[config.mk]
export PLATFORM = sky130hd
export DESIGN_NAME = ias_xlate
export DESIGN_NICKNAME = d
export VERILOG_FILES = /design/src/rtl/ias_pkg.sv /design/src/rtl/ias_msr_map.sv /design/src/rtl/ias_io_map.sv /design/src/rtl/ias_xlate.sv
export SDC_FILE = /design/constraint.sdc
export NUM_CORES = 1
export LEC_CHECK = 0
export CORE_MARGIN = 2
export CORE_UTILIZATION = 36
export CTS_BUF_LIST = sky130_fd_sc_hd__clkbuf_4
export CTS_CLUSTER_SIZE = 12
export DETAILED_ROUTE_END_ITERATION = 6
export GPL_ROUTABILITY_DRIVEN = 0
export PLACE_DENSITY = 0.87
export RECOVER_POWER = 100
export SYNTH_ARGS = -nofsm -noshare
export SYNTH_HDL_FRONTEND = slang
export SYNTH_SLANG_ARGS = --single-unit
[constraint.sdc]
create_clock -name clk_i -period 1.3 [get_ports clk_i]
set_clock_uncertainty 0.1 [all_clocks]
set_input_delay 0.13 -clock clk_i [delete_from_list [all_inputs] [get_ports clk_i]]
set_output_delay 0.13 -clock clk_i [all_outputs]
set_load 0.05 [all_outputs]
[src/rtl/ias_pkg.sv]
package ias_pkg;
  localparam int unsigned VA_W      = 64;
  localparam int unsigned PA_W      = 64;
  localparam int unsigned NUM_W     = 32;
  localparam int unsigned SHIFT     = 3;
  localparam int unsigned PFX_W     = 4;
  localparam int unsigned PFX_LSB   = SHIFT + NUM_W;
  localparam int unsigned PORT_W    = 16;
  localparam int unsigned IDX_W     = 8;
  localparam int unsigned REG_BYTES = 8;
  localparam int unsigned REG_SH    = $clog2(REG_BYTES);

  typedef enum logic [PFX_W-1:0] {
    SPC_CPUID = 4'd0,
    SPC_MSR   = 4'd1,
    SPC_IO    = 4'd2
  } space_e;

  typedef struct packed {
    logic            valid;
    logic [PA_W-1:0] paddr;
    logic            mmio;
    logic            gp;
    logic            err;
    logic            nt;
  } resp_t;
endpackage

[src/rtl/ias_msr_map.sv]
module ias_msr_map
  import ias_pkg::*;
(
  input  logic [NUM_W-1:0] num_i,
  output logic             hit_o,
  output logic [IDX_W-1:0] idx_o
);
  always_comb begin
    hit_o = 1'b1;
    idx_o = '0;
    unique case (num_i)
      32'h0000_0010: idx_o = 8'd1;
      32'h0000_001B: idx_o = 8'd2;
      32'h0000_00FE: idx_o = 8'd3;
      32'h0000_0174: idx_o = 8'd4;
      32'h0000_0175: idx_o = 8'd5;
      32'h0000_0176: idx_o = 8'd6;
      32'h0000_0277: idx_o = 8'd7;
      32'hC000_0080: idx_o = 8'd8;
      32'hC000_0081: idx_o = 8'd9;
      32'hC000_0100: idx_o = 8'd10;
      32'hC000_0101: idx_o = 8'd11;
      32'hC000_0102: idx_o = 8'd12;
      default:       hit_o = 1'b0;
    endcase
  end
endmodule

[src/rtl/ias_io_map.sv]
module ias_io_map
  import ias_pkg::*;
#(
  parameter logic [PA_W-1:0] IO_BASE  = 64'h2000_0000_0000_0000,
  parameter logic [PA_W-1:0] CFG_BASE = 64'h3000_0000_0000_0000,
  parameter int unsigned     CFA_IDX  = 32'h20
) (
  input  logic [PORT_W-1:0] port_i,
  input  logic [3:0]        size_i,
  input  logic [31:0]       cfg_i,
  output logic [PA_W-1:0]   paddr_o,
  output logic              mmio_o,
  output logic              nt_o
);
  localparam logic [PORT_W-1:0] CFA_PORT = 16'h0CF8;
  localparam logic [PORT_W-3:0] CFD_QUAD = 14'h033F; // 0xCFC..0xCFF

  logic is_cfa, is_cfd;
  assign is_cfa = (port_i == CFA_PORT) && (size_i == 4'd4);
  assign is_cfd = (port_i[PORT_W-1:2] == CFD_QUAD);

  always_comb begin
    paddr_o = '0;
    mmio_o  = 1'b0;
    nt_o    = 1'b0;
    if (is_cfa) begin
      mmio_o  = 1'b1;
      paddr_o = PA_W'(CFA_IDX) << REG_SH;
    end else if (is_cfd) begin
      if (cfg_i[31])
        paddr_o = CFG_BASE | PA_W'({cfg_i[30:2], port_i[1:0]});
      else
        nt_o = 1'b1;
    end else begin
      paddr_o = IO_BASE | PA_W'(port_i);
    end
  end
endmodule

[src/rtl/ias_xlate.sv]
module ias_xlate
  import ias_pkg::*;
#(
  parameter logic [PA_W-1:0] IO_BASE  = 64'h2000_0000_0000_0000,
  parameter logic [PA_W-1:0] CFG_BASE = 64'h3000_0000_0000_0000,
  parameter int unsigned     CFA_IDX  = 32'h20
) (
  input  logic            clk_i,
  input  logic            rst_ni,
  input  logic            req_valid_i,
  input  logic [VA_W-1:0] vaddr_i,
  input  logic [3:0]      size_i,
  input  logic [31:0]     cfg_addr_i,
  output logic            resp_valid_o,
  output logic [PA_W-1:0] paddr_o,
  output logic            mmio_reg_o,
  output logic            gp_fault_o,
  output logic            space_err_o,
  output logic            no_target_o
);
  localparam int unsigned BODY_W = PFX_LSB;

  logic [PFX_W-1:0]  pfx;
  logic [NUM_W-1:0]  msr_num;
  logic [BODY_W-1:0] body;
  logic              msr_hit;
  logic [IDX_W-1:0]  msr_idx;
  logic [PA_W-1:0]   io_paddr;
  logic              io_mmio, io_nt, port_wide;
  resp_t             nxt, q;

  assign pfx       = vaddr_i[PFX_LSB +: PFX_W];
  assign msr_num   = vaddr_i[SHIFT +: NUM_W];
  assign body      = vaddr_i[BODY_W-1:0];
  assign port_wide = |body[BODY_W-1:PORT_W];

  ias_msr_map u_msr (
    .num_i (msr_num),
    .hit_o (msr_hit),
    .idx_o (msr_idx)
  );

  ias_io_map #(
    .IO_BASE  (IO_BASE),
    .CFG_BASE (CFG_BASE),
    .CFA_IDX  (CFA_IDX)
  ) u_io (
    .port_i  (body[PORT_W-1:0]),
    .size_i  (size_i),
    .cfg_i   (cfg_addr_i),
    .paddr_o (io_paddr),
    .mmio_o  (io_mmio),
    .nt_o    (io_nt)
  );

  always_comb begin
    nxt       = '0;
    nxt.valid = req_valid_i;
    if (req_valid_i) begin
      unique case (pfx)
        SPC_MSR: begin
          if (msr_hit) begin
            nxt.mmio  = 1'b1;
            nxt.paddr = PA_W'(msr_idx) << REG_SH;
          end else begin
            nxt.gp = 1'b1;
          end
        end
        SPC_IO: begin
          if (port_wide) begin
            nxt.err = 1'b1;
          end else begin
            nxt.paddr = io_paddr;
            nxt.mmio  = io_mmio;
            nxt.nt    = io_nt;
          end
        end
        default: nxt.err = 1'b1; // CPUID space and unknown selectors
      endcase
    end
  end

  always_ff @(posedge clk_i or negedge rst_ni) begin
    if (!rst_ni) q <= '0;
    else         q <= nxt;
  end

  assign resp_valid_o = q.valid;
  assign paddr_o      = q.paddr;
  assign mmio_reg_o   = q.mmio;
  assign gp_fault_o   = q.gp;
  assign space_err_o  = q.err;
  assign no_target_o  = q.nt;


  resp_follows_req_chk: assert property (@(posedge clk_i) disable iff (!rst_ni)
    req_valid_i |=> resp_valid_o);

  idle_quiet_chk: assert property (@(posedge clk_i) disable iff (!rst_ni)
    !req_valid_i |=> !(resp_valid_o | mmio_reg_o | gp_fault_o | space_err_o | no_target_o));

  flags_onehot_chk: assert property (@(posedge clk_i) disable iff (!rst_ni)
    $onehot0({gp_fault_o, space_err_o, no_target_o}));

  mmio_clean_chk: assert property (@(posedge clk_i) disable iff (!rst_ni)
    mmio_reg_o |-> (resp_valid_o && !gp_fault_o && !space_err_o && !no_target_o));

  fault_no_addr_chk: assert property (@(posedge clk_i) disable iff (!rst_ni)
    (gp_fault_o || space_err_o) |-> (paddr_o == '0));

  no_target_addr_chk: assert property (@(posedge clk_i) disable iff (!rst_ni)
    no_target_o |-> (paddr_o == '0 && !mmio_reg_o));
endmodule

==> results of run 1 <==
## cells by family (layout without fill, tap and decap cells)
| logic type | count (synthesis) | count (layout) | share of synthesized area (%) |
|---|---|---|---|
| AND/OR/NAND/NOR | 106 | 106 | 30.1 |
| XOR/XNOR | 1 | 1 | 0.411 |
| buffers and inverters | 42 | 181 | 13.6 |
| AO/OA/AOI/OAI | 37 | 37 | 11.0 |
| other | 1 | 31 | 0.176 |
| flip-flops | 38 | 38 | 44.7 |
## cells in the final DEF, fill, tap and decap left out, types with 3 or more instances in the layout
master | netlist | layout
a21oi_1 | 15 | 11
and2_1 | 19 | 5
or4_4 | 2 | 7
nand2_2 | 0 | 5
o22ai_1 | 5 | 4
nand3_1 | 7 | 5
buf_4 | 31 | 44
dlygate4sd2_1 | 0 | 4
nor4_4 | 1 | 5
or2_4 | 0 | 3
buf_6 | 2 | 12
clkbuf_4 | 0 | 29
clkdlybuf4s50_1 | 0 | 43
dfrtp_1 | 38 | 38
dlymetal6s2s_1 | 0 | 3
clkdlybuf4s15_1 | 0 | 4
nor2_4 | 0 | 5
a21oi_2 | 0 | 3
nor2_1 | 13 | 6
and2_4 | 0 | 14
clkbuf_2 | 0 | 3
nand3_2 | 1 | 3
conb_1 | 1 | 31
buf_2 | 1 | 29
nand2_1 | 22 | 16
## power by group
group          switching (mW)  total (mW)  internal, mW
registers             0.00170        1.19          1.19
logic                   0.442       0.715         0.273
clock network           0.456       0.906         0.450
total                   0.899        2.81          1.91
## final timing paths
kind                        startpoint               endpoint  cells after the start
max in group asynchronous       rst_ni  paddr_o[60]$_DFF_PN0_                      3
setup / recovery           vaddr_i[32]   paddr_o[3]$_DFF_PN0_                      7
min in group asynchronous       rst_ni  paddr_o[12]$_DFF_PN0_                      3
hold / removal             vaddr_i[12]  paddr_o[12]$_DFF_PN0_                      4
## stage by stage
stage / instance area, um^2 / cells / power [mW]
after floorplan: 2290 / 255 / 1.59
after global placement: 3960 / 444 / 1.87
after detailed placement: 3960 / 444 / 1.89
after CTS: 4390 / 470 / 2.74
after global routing: 3920 / 469 / 2.88
final: 3920 / 469 / 2.81
## final cells by class
cell class / count / area (um^2) / area share (%)
Inverter: 2 / 7.51 / 0.192
Timing Repair Buffer: 171 / 1470 / 37.5
Multi-Input combinational cell: 175 / 1320 / 33.6
Clock buffer: 7 / 52.6 / 1.34
Clock inverter: 1 / 30.0 / 0.766
Tap cell: 75 / 93.8 / 2.39
Sequential cell: 38 / 951 / 24.3
## flip-flops by register name, summed over array words and instances, names as in the netlist
register and flops:
gp_fault_o 1, mmio_reg_o 1, no_target_o 1, paddr_o 33, resp_valid_o 1, space_err_o 1
## worst max-delay path: cells and delay by family
family	cells	cell delay, ns
and+or+nand+nor	4	1.64
buffers and inverters	1	0.09
AOI/OAI and AO/OA	2	0.22
## cell usage after synthesis, types with 2 or more instances
| cell type | count | area [um^2] |
|---|---|---|
| a21oi_1 | 15 | 75.1 |
| nand2_1 | 22 | 82.6 |
| nand2b_1 | 2 | 12.5 |
| nand3_1 | 7 | 35.0 |
| nor4b_1 | 2 | 17.5 |
| dfrtp_1 | 38 | 951 |
| o22ai_1 | 5 | 31.3 |
| or4_1 | 5 | 37.5 |
| a31oi_1 | 3 | 18.8 |
| nor2b_1 | 3 | 18.8 |
| o21ai_0 | 2 | 10.0 |
| nor2_1 | 13 | 48.8 |
| a32o_1 | 2 | 20.0 |
| or3_1 | 2 | 12.5 |
| clkbuf_1 | 6 | 22.5 |
| buf_4 | 31 | 233 |
| or2_2 | 2 | 12.5 |
| nor3b_1 | 3 | 22.5 |
| inv_1 | 2 | 7.51 |
| buf_6 | 2 | 22.5 |
| and2_1 | 19 | 119 |
| nand4_1 | 2 | 12.5 |
| a211oi_1 | 3 | 22.5 |
| nor3_1 | 5 | 25.0 |
| nor4_1 | 5 | 31.3 |
| and3_1 | 2 | 12.5 |
| or4_4 | 2 | 22.5 |
## per-layer routing
layer  global-route usage, %  vias to the layer above  part of all wire (%)
met5                       0                        -                     0
met4                    13.1                        0                   6.2
met3                    7.89                       55                    12
met2                    53.3                      250                    46
met1                    33.4                     1247                    36
li1                        -                     1069                     -
## timing repair
action | 4_1_cts | 5_1_grt
setup endpoints to repair | 37 | 37
hold buffers | 1 | 0
hold endpoints to repair | 38 | 0
setup buffers | 15 | 0
pin swaps | 34 | 15
gates resized for setup | 131 | 27
cloned | 2 | 0
==> results_dict.tcl, run 1 <==
set metrics [dict create \
    initial_core_util_pct 36.6 \
    tns_ns -18.38 \
    pre_cts_ws_ns -1.33 \
    cts.sinks 38 \
    port_buffers 113 \
    min_period_ns 1.89 \
    rsz0062_at_grt "yes" \
    fin_util_pct 67.4 \
    ys.flop_type "dfrtp_1" \
    nets 496 \
    synth_area_per_cell_um2 9.46 \
    critical_path.endpoint_type "flip-flop" \
    ios 172 \
    maxCapViolCount 0 \
    vias_per_cell 5.59 \
    diodes 0 \
    cts_tree "built" \
    grt_overflow_total 0 \
    holdWs_ns 0.0501 \
    cp_common_cell "or4_4" \
    grt_max_degree 39 \
    antenna_found_initial 0 \
    final_layout_size_suffix_gt1_share_pct 47.7 \
    chipHeight_um 80.9 \
    nFillCells 393 \
    slew_viol_final 0 \
    h-tree-depth 2 \
    setup_viol_count_final 36 \
    wl_per_cell_um 22.2 \
    required_ns 1.49 \
    first_pass_iters 5 \
    outcome "finished with violations" \
    worst_slack_ns -0.587 \
    ys_seq_elements 38 \
    ctsLongestPathBuffers 2 \
    violations "setup timing" \
    rows 28 \
    routed_wl_mm 10.4 \
    dieArea_um2 6550 \
    crit_path_start_kind "input pin" \
    async_flop_share_pct 100 \
    leakage_nw 1.92 \
    grt_pass1_vias 2671 \
    period_share_pct 145 \
    synth_warnings 0 \
    ant_nets 0 \
    pwr_density_cell_nw_per_um2 717 \
    worst_slew_pin_slew_ns 0.542 \
    critical-path-max-stage-delay_ns 0.54 \
    worstSetupPathType "in -> reg" \
    drc_errors 0 \
    relSlewSlack_pct 63.9 \
    grt_usage_pct 29.9 \
    clk_pin_slew_ns 0.13 \
    peakVddDrop_uv 778 \
    hp-class "in -> reg" \
    grt_pass1_wl_mm 14.5 \
    cts-root-buf "clkbuf_4" \
    post-dp-hpwl_mm 6.44 \
    cts-buffers-inserted 5 \
    cp_max_fo 3 \
    core_area_um2 5820 \
    netlist_area_um2 2130 \
    max_freq_ghz 0.530 \
    syn_inst 225 \
    syn_to_final_growth_pct 84.0 \
    initialDrtViolationCount 164 \
    die_x_um 80.9 \
    arrival_ns 2.08 \
    num_vias 2621 \
    yosys.cell_types.count 47 \
    ys_seq_area_share_pct 44.7 \
    synth_edf_count 0 \
    cp_cell_sequence "buf_6, or4_4, or4_4, nor4_4, and4b_1, a21oi_1, o22ai_1" \
    critPathSlowestCell "or4_4" \
    hold_viol_final 0 \
]
(Power assumes the default switching activity.)
==> run 2, diff against run 1 <==
Settings changed: CORE_ASPECT_RATIO set to 1.25, CORE_UTILIZATION 36 to 30, PLACE_DENSITY 0.87 to 0.75.
==> run 2 against run 1 <==
The run still ends with setup timing left. Total power is 12% lower. Clock power shrank 34%. Worst setup slack better by 0.032 ns.
==> results_dict.tcl, run 2 (synthesized netlist as in run 1, its figures left out) <==
set metrics [dict create \
    clk_pin_slew_ns 0.12 \
    final_cell_mix "buf_4 (46), clkdlybuf4s50_1 (42), dfrtp_1 (38), conb_1 (31), buf_2 (31)" \
    hp-class "in -> reg" \
    post-dp-hpwl_mm 5.83 \
    cp_max_fo 2 \
    first_pass_iters 4 \
    ctsLongestPathBuffers 2 \
    num_vias 2382 \
    cts.sinks 38 \
    place_inst 462 \
    cts-root-buf "clkbuf_4" \
    min_to "paddr_o[13]$_DFF_PN0_" \
    initialDrtViolationCount 109 \
    largest_reg_flops 33 \
    peakVddDrop_uv 392 \
    grt_pass1_wl_mm 11.7 \
    critical_path.endpoint_type "flip-flop" \
    min_period_ns 1.85 \
    relSlewSlack_pct 46.6 \
    seq_power_share_pct 48.2 \
    setup_viol_count_final 37 \
    min_from "vaddr_i[13]" \
    ant_nets 0 \
    pwr_density_cell_nw_per_um2 639 \
    chipHeight_um 98.2 \
    dieArea_um2 7790 \
    antenna_found_initial 1 \
    grt_pass1_vias 2372 \
    worst_slew_pin_slew_ns 0.801 \
    fin_util_pct 55.6 \
    grt_overflow_total 0 \
    critPathSlowestCell "or4_4" \
    violations "setup timing" \
    nets 498 \
    max_freq_ghz 0.539 \
    core_area_um2 6930 \
    initial_core_util_pct 30.7 \
    final_layout_size_suffix_gt1_share_pct 45.7 \
    outcome "finished with violations" \
    syn_to_final_growth_pct 81.1 \
    worstSetupPathType "in -> reg" \
    slew_viol_final 0 \
    p_int_mw 1.66 \
    p_switching_uw 803 \
    grt_usage_pct 19.5 \
    cpLargestDelayFamily "simple AND/OR/NAND/NOR gates" \
    switching_share_pct 32.6 \
    period_share_pct 143 \
    finalPower_mw 2.46 \
    finalNonFillerCells 487 \
    tns_ns -16.87 \
    ios 172 \
    cts_tree "built" \
    path_buf_inv 2 \
    critical-path-max-stage-delay_ns 0.55 \
    whs_path_depth 4 \
    rsz0062_at_grt "yes" \
    combPwrFrac_pct 27.7 \
    final_common_cell "buf_4" \
    worst_slack_ns -0.555 \
    vias_per_cell 4.89 \
    cp_cell_sequence "buf_6, or4_4, or4_4, nor4b_4, nor2b_4, buf_6, o21bai_1" \
    drc_errors 0 \
    wl_per_cell_um 16.9 \
    required_ns 1.48 \
    cts-buffers-inserted 5 \
    grt_max_degree 39 \
    routed_wl_mm 8.22 \
    port_buffers 113 \
    arrival_ns 2.04 \
    clkPwrFrac_pct 24.2 \
    rows 34 \
    pre_cts_ws_ns -1.35 \
    hold_viol_final 0 \
    maxCapViolCount 0 \
    crit_path_start_kind "input pin" \
    leakage_nw 1.92 \
    h-tree-depth 2 \
    die_x_um 79.4 \
]
-- run 2: worst max path at each step --
stage                            from                     to  slack [ns]  depth (start not counted)
after floorplan           vaddr_i[23]  paddr_o[22]$_DFF_PN0_       -0.90                          8
after global placement    vaddr_i[24]   paddr_o[3]$_DFF_PN0_       -1.25                          7
after detailed placement  vaddr_i[24]   paddr_o[5]$_DFF_PN0_       -1.35                          7
after CTS                 vaddr_i[22]  paddr_o[26]$_DFF_PN0_       -0.64                          9
after global routing      vaddr_i[27]   paddr_o[6]$_DFF_PN0_       -0.60                          7
final                     vaddr_i[27]   paddr_o[6]$_DFF_PN0_       -0.55                          7
-- run 2: final cells by class --
type | instances | area [um^2]
diodes | 1 | 2.50
clock buffers | 5 | 37.5
clock inverters | 3 | 16.3
fillers | 543 | 3080
inverters | 2 | 7.51
multi-input cells | 175 | 1320
flip-flops and latches | 38 | 951
well taps | 90 | 113
repair buffers | 173 | 1410
-- run 2: through the flow --
stage	hold WS [ns]	cell area, um^2
detailed placement	0.00932	3980
global route	0.0412	3860
global placement	0.00530	3980
CTS	0.00678	4300
finish	0.0312	3860
floorplan	-0.266	2290
-- run 2: power groups by stage --
stage / sequential (mW) / clock (mW) / combinational [mW]
detailed placement: 1.21 / 0 / 0.673
finish: 1.19 / 0.596 / 0.682
floorplan: 1.22 / 0 / 0.361
global route: 1.19 / 0.651 / 0.719
CTS: 1.19 / 0.605 / 0.677
global placement: 1.21 / 0 / 0.662
-- run 2: timing repair --
item / in CTS / in global routing
pin swaps: 29 / 32
hold endpoints to repair: 38 / 0
hold buffers: 1 / 0
setup buffers: 10 / 5
resized for setup: 112 / 43
setup endpoints to repair: 37 / 37
cloned: 2 / 0
-- run 2: layer usage --
layer / vias up / wire length [um] / share of wire, % / GRT usage, %
li1: 1070 / - / - / -
met1: 1137 / 2930 / 36 / 20.5
met2: 153 / 4350 / 53 / 36.7
met4: 0 / 252 / 3.1 / 8.22
met3: 22 / 685 / 8.3 / 4.07
met5: - / 0 / 0 / 0
==> run 3, diff against run 2 <==
Settings changed: CAP_MARGIN set to 30, REMOVE_ABC_BUFFERS set to 1.
Clock period 1.3 ns to 2.2 ns, I/O delays scaled along.
==> run 3 against run 2 <==
Non-clock buffer count decreased by 15. Worst setup slack gained 0.62 ns. Flip-flop and latch count unchanged. Total power fell by 33%. The run now ends clean. Critical path type unchanged.
==> results_dict.tcl, run 3 (synthesized netlist as in run 1, its figures left out) <==
set metrics [dict create \
    cts-root-buf "clkbuf_4" \
    worstSetupPathType "in -> reg" \
    period_share_pct 97.2 \
    relSlewSlack_pct 41.0 \
    slew_viol_final 0 \
    clk_pin_slew_ns 0.11 \
    p_int_mw 1.21 \
    seq_power_share_pct 42.4 \
    required_ns 2.35 \
    die_x_um 79.4 \
    port_buffers 113 \
    pwr_density_cell_nw_per_um2 438 \
    max_freq_ghz 0.468 \
    grt_pass1_wl_mm 10.0 \
    cts-buffers-inserted 5 \
    nFillCells 588 \
    ctsLongestPathBuffers 2 \
    h-tree-depth 2 \
    rows 34 \
    final_cell_mix "clkdlybuf4s50_1 (59), dlygate4sd3_1 (40), buf_4 (39), dfrtp_1 (38), conb_1 (31)" \
    first_pass_iters 4 \
    chipHeight_um 98.2 \
    ios 172 \
    p_switching_uw 443 \
    switching_share_pct 26.8 \
    worst_slack_ns 0.0614 \
    final_layout_size_suffix_gt1_share_pct 20.2 \
    nets 483 \
    hold_viol_final 0 \
    final_common_cell "clkdlybuf4s50_1" \
    dieArea_um2 7790 \
    num_vias 2188 \
    initialDrtViolationCount 97 \
    vias_per_cell 4.65 \
    grt_usage_pct 16.3 \
    routed_wl_mm 6.43 \
    grt_max_degree 39 \
    wl_per_cell_um 13.7 \
    antenna_found_initial 0 \
    cp_max_fo 2 \
    grt_overflow_total 0 \
    combPwrFrac_pct 23.1 \
    leakage_nw 1.87 \
    holdWs_ns 0.0780 \
    clkPwrFrac_pct 34.5 \
    largest_reg_flops 33 \
    diodes 0 \
    peakVddDrop_uv 191 \
    min_period_ns 2.14 \
    cts_tree "built" \
    pre_cts_ws_ns -0.592 \
    cts.sinks 38 \
    grt_pass1_vias 2204 \
    outcome "completed" \
    syn_to_final_growth_pct 77.2 \
    post-dp-hpwl_mm 5.07 \
    ant_nets 0 \
    worst_slew_pin_slew_ns 0.885 \
    setup_viol_count_final 0 \
    crit_path_start_kind "input pin" \
    arrival_ns 2.29 \
    initial_core_util_pct 30.7 \
    hp-class "in -> reg" \
    critical_path.endpoint_type "flip-flop" \
    rsz0062_at_grt "no" \
    maxCapViolCount 0 \
    tns_ns 0 \
    core_area_um2 6930 \
    drc_errors 0 \
]
run 3: cell count changes in the layout (fill, tap and decap cells not counted), moves of 4 or more:
cell and change:
and2_0 +6, and2_1 +7, and2_4 -13, buf_2 -31, buf_4 -7, buf_6 -12, clkbuf_2 -15, clkdlybuf4s15_1 -4
clkdlybuf4s50_1 +17, dlygate4sd3_1 +38, nor2_1 +6, nor2_4 -4
run 3: through the flow:
stage	cell area, um^2	util [%]	total power, mW	cells
5_1_grt	3770	54.4	1.72	471
3_3_place_gp	3480	50.1	1.09	455
6_report	3770	54.4	1.65	471
4_1_cts	3710	53.4	1.66	469
2_1_floorplan	1960	-	0.878	215
3_5_place_dp	3480	50.1	1.09	455
run 3: final cells by class:
cell class | instances | area (um^2) | area share, %
inverter | 2 | 7.51 | 0.199
clock inverter | 3 | 63.8 | 1.69
tap | 90 | 113 | 2.98
timing repair buffer | 158 | 1490 | 39.4
multi-input combinational | 175 | 1110 | 29.5
sequential | 38 | 951 | 25.2
clock buffer | 5 | 37.5 | 0.995
run 3: power groups by stage:
stage | registers (mW) | clock network (mW) | logic (mW)
after floorplan | 0.723 | 0 | 0.155
after global placement | 0.715 | 0 | 0.373
after detailed placement | 0.714 | 0 | 0.375
after CTS | 0.701 | 0.577 | 0.381
after global routing | 0.701 | 0.616 | 0.403
final | 0.701 | 0.570 | 0.381
run 3: critical path, stage by stage:
cell	delay, ns
clkdlybuf4s50_1	0.40
or4_4	0.44
or4_4	0.48
nor4b_4	0.32
nor2b_4	0.21
buf_4	0.12
o21bai_1	0.12
run 3: path summary, 6_finish.rpt:
kind / cells after the start / startpoint / end
setup / recovery: 7 / vaddr_i[23] / paddr_o[6]$_DFF_PN0_
max in group asynchronous: 2 / rst_ni / paddr_o[18]$_DFF_PN0_
min in group asynchronous: 2 / rst_ni / paddr_o[25]$_DFF_PN0_
hold / removal: 3 / vaddr_i[15] / paddr_o[15]$_DFF_PN0_
run 3: layer usage:
| metal | track usage, % | vias up | part of all wire, % |
|---|---|---|---|
| met1 | 16.7 | 1014 | 36 |
| li1 | - | 1036 | - |
| met3 | 3.05 | 9 | 7.7 |
| met2 | 32.3 | 129 | 55 |
| met4 | 5.31 | 0 | 1.5 |
| met5 | 0 | - | 0 |
run 3: timing repair:
action                                  4_1_cts  5_1_grt
hold buffers                                  1        0
endpoints found under the setup margin       32       29
pin swaps                                    15       14
gates resized for setup                      25       19
endpoints found under the hold margin        38        0
buffers inserted                              5        2
